$ cat src/rtl/nxs_pkg.sv
package nxs_pkg;

    localparam int IP_W = 16;
    localparam int SP_W = 32;

    typedef enum logic [1:0] {
        OP_CALL_REL = 2'b00,
        OP_CALL_IND = 2'b01,
        OP_RET      = 2'b10,
        OP_RET_IMM  = 2'b11
    } xfer_op_e;

    typedef enum logic [1:0] {
        ST_IDLE   = 2'd0,
        ST_PUSH   = 2'd1,
        ST_POP    = 2'd2,
        ST_FINISH = 2'd3
    } seq_state_e;

    typedef struct packed {
        xfer_op_e          op;
        logic [IP_W-1:0]   next_ip;
        logic [IP_W-1:0]   operand;
        logic [IP_W-1:0]   reg_tgt;
        logic [IP_W-1:0]   limit;
        logic              big;
    } xfer_req_t;

    // Add a delta to the stack pointer honouring the stack size bit.
    function automatic logic [SP_W-1:0] sp_add(input logic [SP_W-1:0] sp,
                                               input logic [SP_W-1:0] delta,
                                               input logic big);
        logic [IP_W-1:0] low;
        low = sp[IP_W-1:0] + delta[IP_W-1:0];
        return big ? (sp + delta) : {sp[SP_W-1:IP_W], low};
    endfunction

    function automatic logic is_call(input xfer_op_e op);
        return (op == OP_CALL_REL) || (op == OP_CALL_IND);
    endfunction

endpackage

$ cat src/rtl/nxs_sp_calc.sv
module nxs_sp_calc
    import nxs_pkg::*;
#(
    parameter int ADDR_W = 16
) (
    input  logic [SP_W-1:0]   sp_cur,
    input  logic              big,
    input  xfer_op_e          op,
    input  logic [IP_W-1:0]   imm,
    output logic [SP_W-1:0]   push_sp,
    output logic [SP_W-1:0]   pop_sp,
    output logic [ADDR_W-1:0] push_addr,
    output logic [ADDR_W-1:0] pop_addr
);
    localparam logic [SP_W-1:0] WORD_BYTES = SP_W'(2);

    logic [SP_W-1:0] imm_ext;
    logic [SP_W-1:0] after_pop;
    logic [SP_W-1:0] push_eff;
    logic [SP_W-1:0] pop_eff;
    logic [SP_W-1:0] push_word;
    logic [SP_W-1:0] pop_word;

    always_comb begin
        imm_ext   = (op == OP_RET_IMM) ? SP_W'(imm) : '0;
        push_sp   = sp_add(sp_cur, -WORD_BYTES, big);
        after_pop = sp_add(sp_cur, WORD_BYTES, big);
        pop_sp    = sp_add(after_pop, imm_ext, big);
        // Effective byte address: only the low half counts for a small stack.
        push_eff  = big ? push_sp : {{(SP_W-IP_W){1'b0}}, push_sp[IP_W-1:0]};
        pop_eff   = big ? sp_cur  : {{(SP_W-IP_W){1'b0}}, sp_cur[IP_W-1:0]};
        push_word = push_eff >> 1;
        pop_word  = pop_eff >> 1;
        push_addr = push_word[ADDR_W-1:0];
        pop_addr  = pop_word[ADDR_W-1:0];
    end

    logic unused_word_bits;
    assign unused_word_bits = ^{push_word, pop_word};

endmodule

$ cat src/rtl/nxs_target_unit.sv
module nxs_target_unit
    import nxs_pkg::*;
(
    input  xfer_req_t        req,
    input  logic [IP_W-1:0]  tgt,
    output logic [IP_W-1:0]  call_tgt,
    output logic             over_limit
);
    always_comb begin
        unique case (req.op)
            OP_CALL_IND: call_tgt = req.reg_tgt;
            default:     call_tgt = req.next_ip + req.operand;
        endcase
        over_limit = (tgt > req.limit);
    end
endmodule

$ cat src/rtl/nxs_sequencer.sv
module nxs_sequencer
    import nxs_pkg::*;
#(
    parameter logic [SP_W-1:0] RESET_SP = 32'h0000_0100
) (
    input  logic              clk,
    input  logic              rst,
    input  logic              start,
    input  xfer_req_t         req_in,
    input  logic              mem_ready,
    input  logic [IP_W-1:0]   mem_rdata,
    input  logic [IP_W-1:0]   call_tgt,
    input  logic              over_limit,
    input  logic [SP_W-1:0]   push_sp,
    input  logic [SP_W-1:0]   pop_sp,
    output seq_state_e        state,
    output xfer_req_t         req_q,
    output logic [IP_W-1:0]   tgt_q,
    output logic [SP_W-1:0]   sp_q,
    output logic [IP_W-1:0]   ip_q,
    output logic              done,
    output logic              fault
);
    logic [SP_W-1:0] spec_q;

    always_ff @(posedge clk) begin
        if (rst) begin
            state  <= ST_IDLE;
            req_q  <= '0;
            tgt_q  <= '0;
            spec_q <= '0;
            sp_q   <= RESET_SP;
            ip_q   <= '0;
            done   <= 1'b0;
            fault  <= 1'b0;
        end else begin
            done  <= 1'b0;
            fault <= 1'b0;
            unique case (state)
                ST_IDLE: begin
                    if (start) begin
                        req_q <= req_in;
                        if (is_call(req_in.op)) begin
                            spec_q <= push_sp;
                            state  <= ST_PUSH;
                        end else begin
                            state  <= ST_POP;
                        end
                    end
                end
                ST_PUSH: begin
                    if (mem_ready) begin
                        tgt_q <= call_tgt;
                        state <= ST_FINISH;
                    end
                end
                ST_POP: begin
                    if (mem_ready) begin
                        tgt_q  <= mem_rdata;
                        spec_q <= pop_sp;
                        state  <= ST_FINISH;
                    end
                end
                ST_FINISH: begin
                    if (over_limit) begin
                        fault <= 1'b1;
                    end else begin
                        sp_q <= spec_q;
                        ip_q <= tgt_q;
                        done <= 1'b1;
                    end
                    state <= ST_IDLE;
                end
                default: state <= ST_IDLE;
            endcase
        end
    end

    // result pulses are exclusive
    assert_done_fault_excl_R8: assert property (@(posedge clk) disable iff (rst)
        !(done && fault));

    // an accepted start makes the unit busy next cycle
    assert_start_busy_R8: assert property (@(posedge clk) disable iff (rst)
        (state == ST_IDLE && start) |=> (state != ST_IDLE));

    // a fault keeps the architectural state
    assert_fault_rollback_R5: assert property (@(posedge clk) disable iff (rst)
        fault |-> ($stable(sp_q) && $stable(ip_q)));

    // a committed pointer never lies beyond the captured limit
    assert_ip_in_limit_R5: assert property (@(posedge clk) disable iff (rst)
        done |-> (ip_q <= req_q.limit));

    // small-stack operations keep the upper half
    assert_upper_kept_R9: assert property (@(posedge clk) disable iff (rst)
        (done && !req_q.big) |-> (sp_q[SP_W-1:IP_W] == $past(sp_q[SP_W-1:IP_W])));

endmodule

$ cat src/rtl/nearxfer_stack_unit.sv
module nearxfer_stack_unit
    import nxs_pkg::*;
#(
    parameter int               ADDR_W   = 16,
    parameter logic [31:0]      RESET_SP = 32'h0000_0100
) (
    input  logic              clk,
    input  logic              rst,
    input  logic              op_valid,
    input  logic [1:0]        op_kind,
    input  logic [15:0]       next_ip,
    input  logic [15:0]       operand,
    input  logic [15:0]       reg_target,
    input  logic [15:0]       cs_limit,
    input  logic              ss_big,
    output logic              busy,
    output logic              done,
    output logic              fault,
    output logic [15:0]       ip_out,
    output logic [31:0]       sp_out,
    output logic              mem_req,
    output logic              mem_we,
    output logic [ADDR_W-1:0] mem_addr,
    output logic [15:0]       mem_wdata,
    input  logic [15:0]       mem_rdata,
    input  logic              mem_ready
);
    seq_state_e        state;
    xfer_req_t         req_in, req_q, act_req;
    logic [IP_W-1:0]   tgt_q, call_tgt;
    logic              over_limit;
    logic [SP_W-1:0]   sp_q, push_sp, pop_sp;
    logic [IP_W-1:0]   ip_q;
    logic [ADDR_W-1:0] push_addr, pop_addr;
    logic              start;

    always_comb begin
        req_in.op      = xfer_op_e'(op_kind);
        req_in.next_ip = next_ip;
        req_in.operand = operand;
        req_in.reg_tgt = reg_target;
        req_in.limit   = cs_limit;
        req_in.big     = ss_big;
        act_req        = (state == ST_IDLE) ? req_in : req_q;
        start          = op_valid && (state == ST_IDLE);
    end

    nxs_sp_calc #(.ADDR_W(ADDR_W)) u_sp (
        .sp_cur    (sp_q),
        .big       (act_req.big),
        .op        (req_q.op),
        .imm       (req_q.operand),
        .push_sp   (push_sp),
        .pop_sp    (pop_sp),
        .push_addr (push_addr),
        .pop_addr  (pop_addr)
    );

    nxs_target_unit u_tgt (
        .req        (req_q),
        .tgt        (tgt_q),
        .call_tgt   (call_tgt),
        .over_limit (over_limit)
    );

    nxs_sequencer #(.RESET_SP(RESET_SP)) u_seq (
        .clk        (clk),
        .rst        (rst),
        .start      (start),
        .req_in     (req_in),
        .mem_ready  (mem_ready),
        .mem_rdata  (mem_rdata),
        .call_tgt   (call_tgt),
        .over_limit (over_limit),
        .push_sp    (push_sp),
        .pop_sp     (pop_sp),
        .state      (state),
        .req_q      (req_q),
        .tgt_q      (tgt_q),
        .sp_q       (sp_q),
        .ip_q       (ip_q),
        .done       (done),
        .fault      (fault)
    );

    always_comb begin
        busy      = (state != ST_IDLE);
        mem_req   = (state == ST_PUSH) || (state == ST_POP);
        mem_we    = (state == ST_PUSH);
        mem_addr  = (state == ST_PUSH) ? push_addr : pop_addr;
        mem_wdata = req_q.next_ip;
        ip_out    = ip_q;
        sp_out    = sp_q;
    end

    // a pending request holds still until the memory answers
    assert_req_hold_R10: assert property (@(posedge clk) disable iff (rst)
        (mem_req && !mem_ready) |=> (mem_req && $stable(mem_we) &&
                                     $stable(mem_addr) && $stable(mem_wdata)));

    // the stack access of a call is a write
    assert_call_writes_R2: assert property (@(posedge clk) disable iff (rst)
        (mem_req && is_call(req_q.op)) |-> mem_we);

endmodule

$ cat config.mk
export PLATFORM = sky130hd
export DESIGN_NAME = nearxfer_stack_unit
export DESIGN_NICKNAME = d
export VERILOG_FILES = /design/src/rtl/nxs_pkg.sv /design/src/rtl/nxs_sp_calc.sv /design/src/rtl/nxs_target_unit.sv /design/src/rtl/nxs_sequencer.sv /design/src/rtl/nearxfer_stack_unit.sv
export SDC_FILE = /design/constraint.sdc
export NUM_CORES = 1
export LEC_CHECK = 0
export ABC_AREA = 0
export BUFFER_PORTS_ARGS = -buffer_cell sky130_fd_sc_hd__buf_2
export CAP_MARGIN = 20
export CELL_PAD_IN_SITES_DETAIL_PLACEMENT = 0
export CELL_PAD_IN_SITES_GLOBAL_PLACEMENT = 1
export CORE_AREA = 2 2 165 151
export CTS_CLUSTER_DIAMETER = 50
export DETAILED_ROUTE_END_ITERATION = 8
export DIE_AREA = 0 0 167 153
export PLACE_DENSITY = 0.85
export SLEW_MARGIN = 25
export SYNTH_ARGS = -nofsm -noshare
export SYNTH_HDL_FRONTEND = slang
export SYNTH_SLANG_ARGS = --single-unit
$ cat constraint.sdc
create_clock -name clk -period 10 [get_ports clk]
set_input_delay 1 -clock clk [delete_from_list [all_inputs] [get_ports clk]]
set_output_delay 1 -clock clk [all_outputs]
set_load 0.02 [all_outputs]
**Word level (Yosys, flattened, before mapping)**

Cells that the tools add are included.

- Add/subtract/negate cells: 7
- Magnitude comparators: 1
- Equal/unequal tests: 11
- Mux-type cells: 22
- Bitwise gates (word level): 2
- Reduce and logical (&&, ||, !) cells: 15

Operator list:

| kind | count |
|---|---|
| 2-to-1 mux 32 bit | 6 |
| 2-to-1 mux 16 bit | 5 |
| case mux 32 bit (2 select lines) | 1 |
| 2-to-1 mux 17 bit | 2 |
| adder 16 bit | 2 |
| adder 32 x 2 -> 32 bit (second input constant) | 1 |
| adder 32 bit | 1 |
| adder 32 bit (second input constant) | 1 |
| case mux 16 bit (2 select lines) | 1 |
| adder 16 bit (second input constant) | 1 |
| adder 16 x 2 -> 16 bit (second input constant) | 1 |
| > comparator 16 bit | 1 |
| == test 2 x 1 -> 1 bit (second input constant) | 3 |
| == test 2 bit (second input constant) | 3 |
| 2-to-1 mux 2 bit | 3 |
| != test 2 x 1 -> 1 bit (second input constant) | 3 |
| case mux 2 bit (3 select lines) | 1 |
| AND reduction 2 bit | 3 |
| nonzero test 2 bit | 3 |
| zero test 2 bit | 2 |
| != test 2 bit (second input constant) | 2 |
| AND reduction 4 bit | 1 |
| OR reduction 2 bit | 2 |
| 2-to-1 mux 1 bit | 3 |
| other kinds (4) | 6 |

- Bits in registers: 167
- Bits of input ports: 87
- Output and inout port bits: 85

**Longest topological paths before layout**

- Word-level depth: 7
- Depth in mapped cells: 16
- Mapped depth without buffers: 15

**Cells and area by module**

Synthesis repeated with hierarchy kept, for this count alone.

- Cells, all modules: 1460
- Area, all modules: 11577.4 µm²

By module, submodules not included:

| module | times used | cells an instance | area each (µm²) | seq. area each (µm²) |
|---|---|---|---|---|
| nxs_sequencer | 1 | 784 | 6741.5 | 3343.2 |
| nxs_sp_calc | 1 | 446 | 3089.2 | 0.0 |
| nxs_target_unit | 1 | 205 | 1443.9 | 0.0 |
| nearxfer_stack_unit | 1 | 25 | 302.8 | 0.0 |

**Least setup slack after synthesis**

OpenSTA, ideal clock, no wires.

- Path kind: reg2out
- Start: register u_seq.sp_q[1]
- End: output port mem_addr[14]
- Arrival time: 2.956 ns
- Path slack: 6.044 ns
- Stages on the path, launching flop included: 11
- Buffers on the path: 1
- Path through: dfxtp_1 buf_2 inv_1 ha_1 or3b_4 or3_4 or3_4 or3_4 nor3_4 nand3_1 xnor2_1

- Cells in the longest elaborated chain, start to end: 4
- Elaborated cells between the ends (all ways): 5
- Those cells by class: add/sub: 2; mux: 3

Ends and longest elaborated chain:

| element | line | source |
|---|---|---|
| start: declaration | nxs_sequencer.sv:19 | `output logic [SP_W-1:0] sp_q,` |
| start signal: assignment | nxs_sequencer.sv:68 | `sp_q <= spec_q;` |
| adder 32 bit or adder 16 bit (tied branches) | nxs_pkg.sv:35, nxs_pkg.sv:34 |  |
| 2-to-1 mux 32 bit (*) | nxs_pkg.sv:35 | `return big ? (sp + delta) : {sp[SP_W-1:IP_W], low};` |
| 2-to-1 mux 17 bit (*) | nxs_sp_calc.sv:30 | `push_eff = big ? push_sp : {{(SP_W-IP_W){1'b0}}, push_sp[IP_W-1:0]};` |
| 2-to-1 mux 16 bit (*) | nearxfer_stack_unit.sv:90 | `mem_addr = (state == ST_PUSH) ? push_addr : pop_addr;` |
| end: declaration | nearxfer_stack_unit.sv:23 | `output logic [ADDR_W-1:0] mem_addr,` |

Mark *: on every way between the ends. The rest lies on a longest branch, timed or not.

**Final worst setup path**

- Start: register u_seq.sp_q[1]
- End: register u_seq.spec_q[28]

- Cells in the longest elaborated chain, start to end: 6
- Elaborated cells between the ends (all ways): 11
- Those cells by class: add/sub: 4; mux: 7

Ends and longest elaborated chain:

| element | line | source |
|---|---|---|
| adder 32 x 2 -> 32 bit or adder 16 x 2 -> 16 bit (tied branches) | nxs_pkg.sv:35, nxs_pkg.sv:34 |  |
| 2-to-1 mux 32 bit | nxs_pkg.sv:35 |  |
| adder 32 bit | nxs_pkg.sv:35 |  |
| 2-to-1 mux 32 bit | nxs_pkg.sv:35 |  |
| 2-to-1 mux 32 bit | nxs_sequencer.sv:58 | `if (mem_ready) begin` |
| case mux 32 bit (2 select lines) (*) | nxs_sequencer.sv:39 | `unique case (state)` |
| end signal: assignment | nxs_sequencer.sv:44 | `spec_q <= push_sp;` |
| end signal: assignment | nxs_sequencer.sv:60 | `spec_q <= pop_sp;` |
| end: declaration | nxs_sequencer.sv:24 | `logic [SP_W-1:0] spec_q;` |

Mark *: on every way between the ends. The rest lies on a longest branch, timed or not. The select of a mux whose other input is x is not followed.
A chain may end at the register's enable or synchronous reset.

==> key figures <==
STA
  – Final setup violation count: 0
  – Worst hold margin: 0.452 ns
  – Tcrit/Tclk final: 45.9%
  – Slew margin rel.: 38.9%
  – FMAX: between 0.2 and 0.25 GHz
  – Max Transition Viols Final: 0
  – Final worst slack: 5.41 ns
  – RSZ-0062 raised after global routing: no
  – Slew at the pin with the worst max-slew slack: about 0.9 ns
  – Setup_tns: 0 ns
  – Final Hold Viols: 0
  – Clock Skew: 0.0154 ns
  – Fin crit period: 4.59 ns

Power
  – Worst vdd ir: 0.147 mV
  – PD cells: 219 mW/mm²
  – LEAKAGE: 5.38 nW

Floorplanning
  – Core Rows: 54
  – Die width: about 170 µm
  – Chip height: 153 µm
  – CORE AREA: 0.0239 mm²
  – Initial Utilization: 44.4%
  – Number of I/O pins: 172
  – Die ar.: 0.0256 mm²

Place
  – Placed Cells: 1,733
  – Detail Placement HPWL: approximately 22,000 µm
  – Port bufs: 171
  – Place WS: 5.51 ns
  – Placer Congestion: 0.892

Layout
  – Post-Layout Cell Count: 1,763
  – Fraction of layout cells with a size suffix above 1: 18.0%
  – Utilization after layout: 50.3%
  – Ant diodes: 0
  – Layout net count: between 1,500 and 2,000
  – Most common cell after layout, fill and taps aside: nand2_1
  – Synthesis-to-finish area growth: 13.4%
  – # fillers: 2,360
  – Commonest cells after routing, fill and taps aside: 209 x nand2_1, 170 x buf_2, 167 x dfxtp_1, 139 x a21oi_1, 133 x nor2_1

Run
  – Max_cap viols: 0

CTS
  – Post_cts resized: 0
  – # clock sinks: 167
  – CTS buffer count: 17
  – Clk buf depth: 2
  – Htree depth: 4
  – Setup Buffers After CTS: 0
  – Worst skew pair latency: around 0.43 ns
  – Clock-pin slew on the worst setup and hold paths: ~0.07 ns
  – Hold Buf Count CTS: 0
  – CTS tree: built
  – CTS Root Cell: clkbuf_16

Synth
  – Distinct cells, synth: 89
  – Post-Synthesis Cells: 1,353
  – Flops & latches, synth: 167
  – Mapped cell area: 0.0106 mm²
  – Sequential-to-total area share from yosys stat: 31.6%
  – Syn nets: ~1,500
  – Predominant post-synthesis flop cell: dfxtp_1
  – Average instance area after synthesis: between 7 and 8 µm²
  – Async SR Flop Fraction: 0%
  – EDFF count, synth: 0
  – Synth Warn #: 0

Status
  – Status: complete, no violations

Global route
  – First-pass GRT wire length: ~50,000 µm
  – Total grt overflow: 0
  – Initial antenna violation count: 0
  – Vias in the first global route: 9,020
  – GR Util All Layers: 23.9%
  – Largest net degree at the start of global routing: 85

Critical path
  – Reg2Reg Launch Point: u_seq.sp_q[1]
  – Crit path required time: 10.34 ns
  – Crit. End Element: flop
  – Worst Setup SP: u_seq.sp_q[1]
  – Crit Path Max Fanout: 11
  – WS Path Type: flop to flop
  – CP Data Arrival Time: 4.93 ns
  – CP startpoint kind: flop

Routing
  – Via/cell ratio: 5.51
  – Routed Wire Length: between 30,000 and 40,000 µm
  – DRT antenna net count: 0
  – Detailed Route Iter0 Violations: between 700 and 800
  – Routed vias: ~9,700
  – Wire per inst: 17.5 µm
  – # DRC: 0
  – First drt pass iteration count: 6

Worst hold path
  – HP Start: u_seq.req_q[7]
  – Worst hold path class: flop to flop
==> report_power, final <==
part	leakage (nW)	internal [mW]	switching [mW]
registers	1.36	0.781	0.102
clock network	0.306	0.411	0.297
logic	3.71	0.362	0.678
total	5.38	1.56	1.08
==> final timing paths <==
path / end / slack [ns] / cells past startpoint
hold / removal: u_seq.req_q[7] / 0.45 / 2
setup / recovery: u_seq.spec_q[28] / 5.41 / 14
setup reg to reg: u_seq.spec_q[28] / 5.41 / 14
hold reg to reg: u_seq.req_q[7] / 0.45 / 2
==> synthesized netlist by cell type (11+ instances only) <==
library cell | number | area, µm²
nand2b_1 | 11 | 68.8
a21oi_1 | 140 | 701
mux2i_1 | 52 | 521
o21ai_0 | 53 | 265
nor4_1 | 12 | 75.1
buf_2 | 12 | 60.1
and3_1 | 25 | 156
xor2_1 | 35 | 307
clkbuf_1 | 62 | 233
buf_4 | 20 | 150
nand3_1 | 29 | 145
dfxtp_1 | 167 | 3340
a31oi_1 | 14 | 87.6
nor2_1 | 133 | 499
a211oi_1 | 21 | 158
nor3_1 | 32 | 160
xnor2_1 | 56 | 490
ha_1 | 54 | 676
inv_1 | 43 | 161
nand2_1 | 210 | 788
==> final cells by class <==
type	instances	area, µm²	share of cell area (%)
Multi-Input combinational cell	1035	6570	54.7
Sequential cell	167	3340	27.9
Timing Repair Buffer	180	926	7.72
Clock buffer	19	453	3.77
Tap cell	308	385	3.21
Clock inverter	11	164	1.37
Inverter	43	161	1.35
==> logic make-up (layout without fill, tap and decap cells) <==
group	count (synthesis)	after routing	synth area share, %
mux	54	54	5.24
xor+xnor	91	91	7.53
compound gates	303	303	17.7
flops	167	167	31.6
simple gates	531	531	24.5
fa+ha+maj	56	56	6.76
buf+inv	151	253	6.65
==> routing by layer <==
layer  global-route usage (%)  up-vias  part of all wire [%]
met1                     34.1     4522                    49
met2                     36.3      284                    44
met5                        0        -                     0
met3                     5.18       35                   5.8
li1                         -     4871                     -
met4                     6.36        0                   1.9
==> state kept, by name (all words and copies together) (netlist names) <==
name and count:
u_seq.ip_q 16, u_seq.state 2, u_seq.fault 1, u_seq.spec_q 32, u_seq.req_q 67, u_seq.tgt_q 16, u_seq.done 1, u_seq.sp_q 32
==> through the flow <==
stage | total power, mW | cell area (µm²)
2_1_floorplan | 1.64 | 10600
3_3_place_gp | 1.91 | 11400
3_5_place_dp | 1.93 | 11400
4_1_cts | 2.64 | 12000
5_1_grt | 2.80 | 12000
6_report | 2.63 | 12000
==> critical path, cell delays in order, from the launching register on <==
cell	delay, ns
dfxtp_1	0.56
ha_1	0.32
and2_1	0.27
nand3_1	0.23
xnor2_1	0.21
ha_1	0.42
nand4_1	0.15
nor4_1	0.29
a211oi_1	0.14
o31ai_1	0.65
o211ai_2	0.35
nor3b_2	0.35
nand3_1	0.13
xnor2_1	0.15
a221oi_1	0.27
Power figures use the tool's default switching activity.
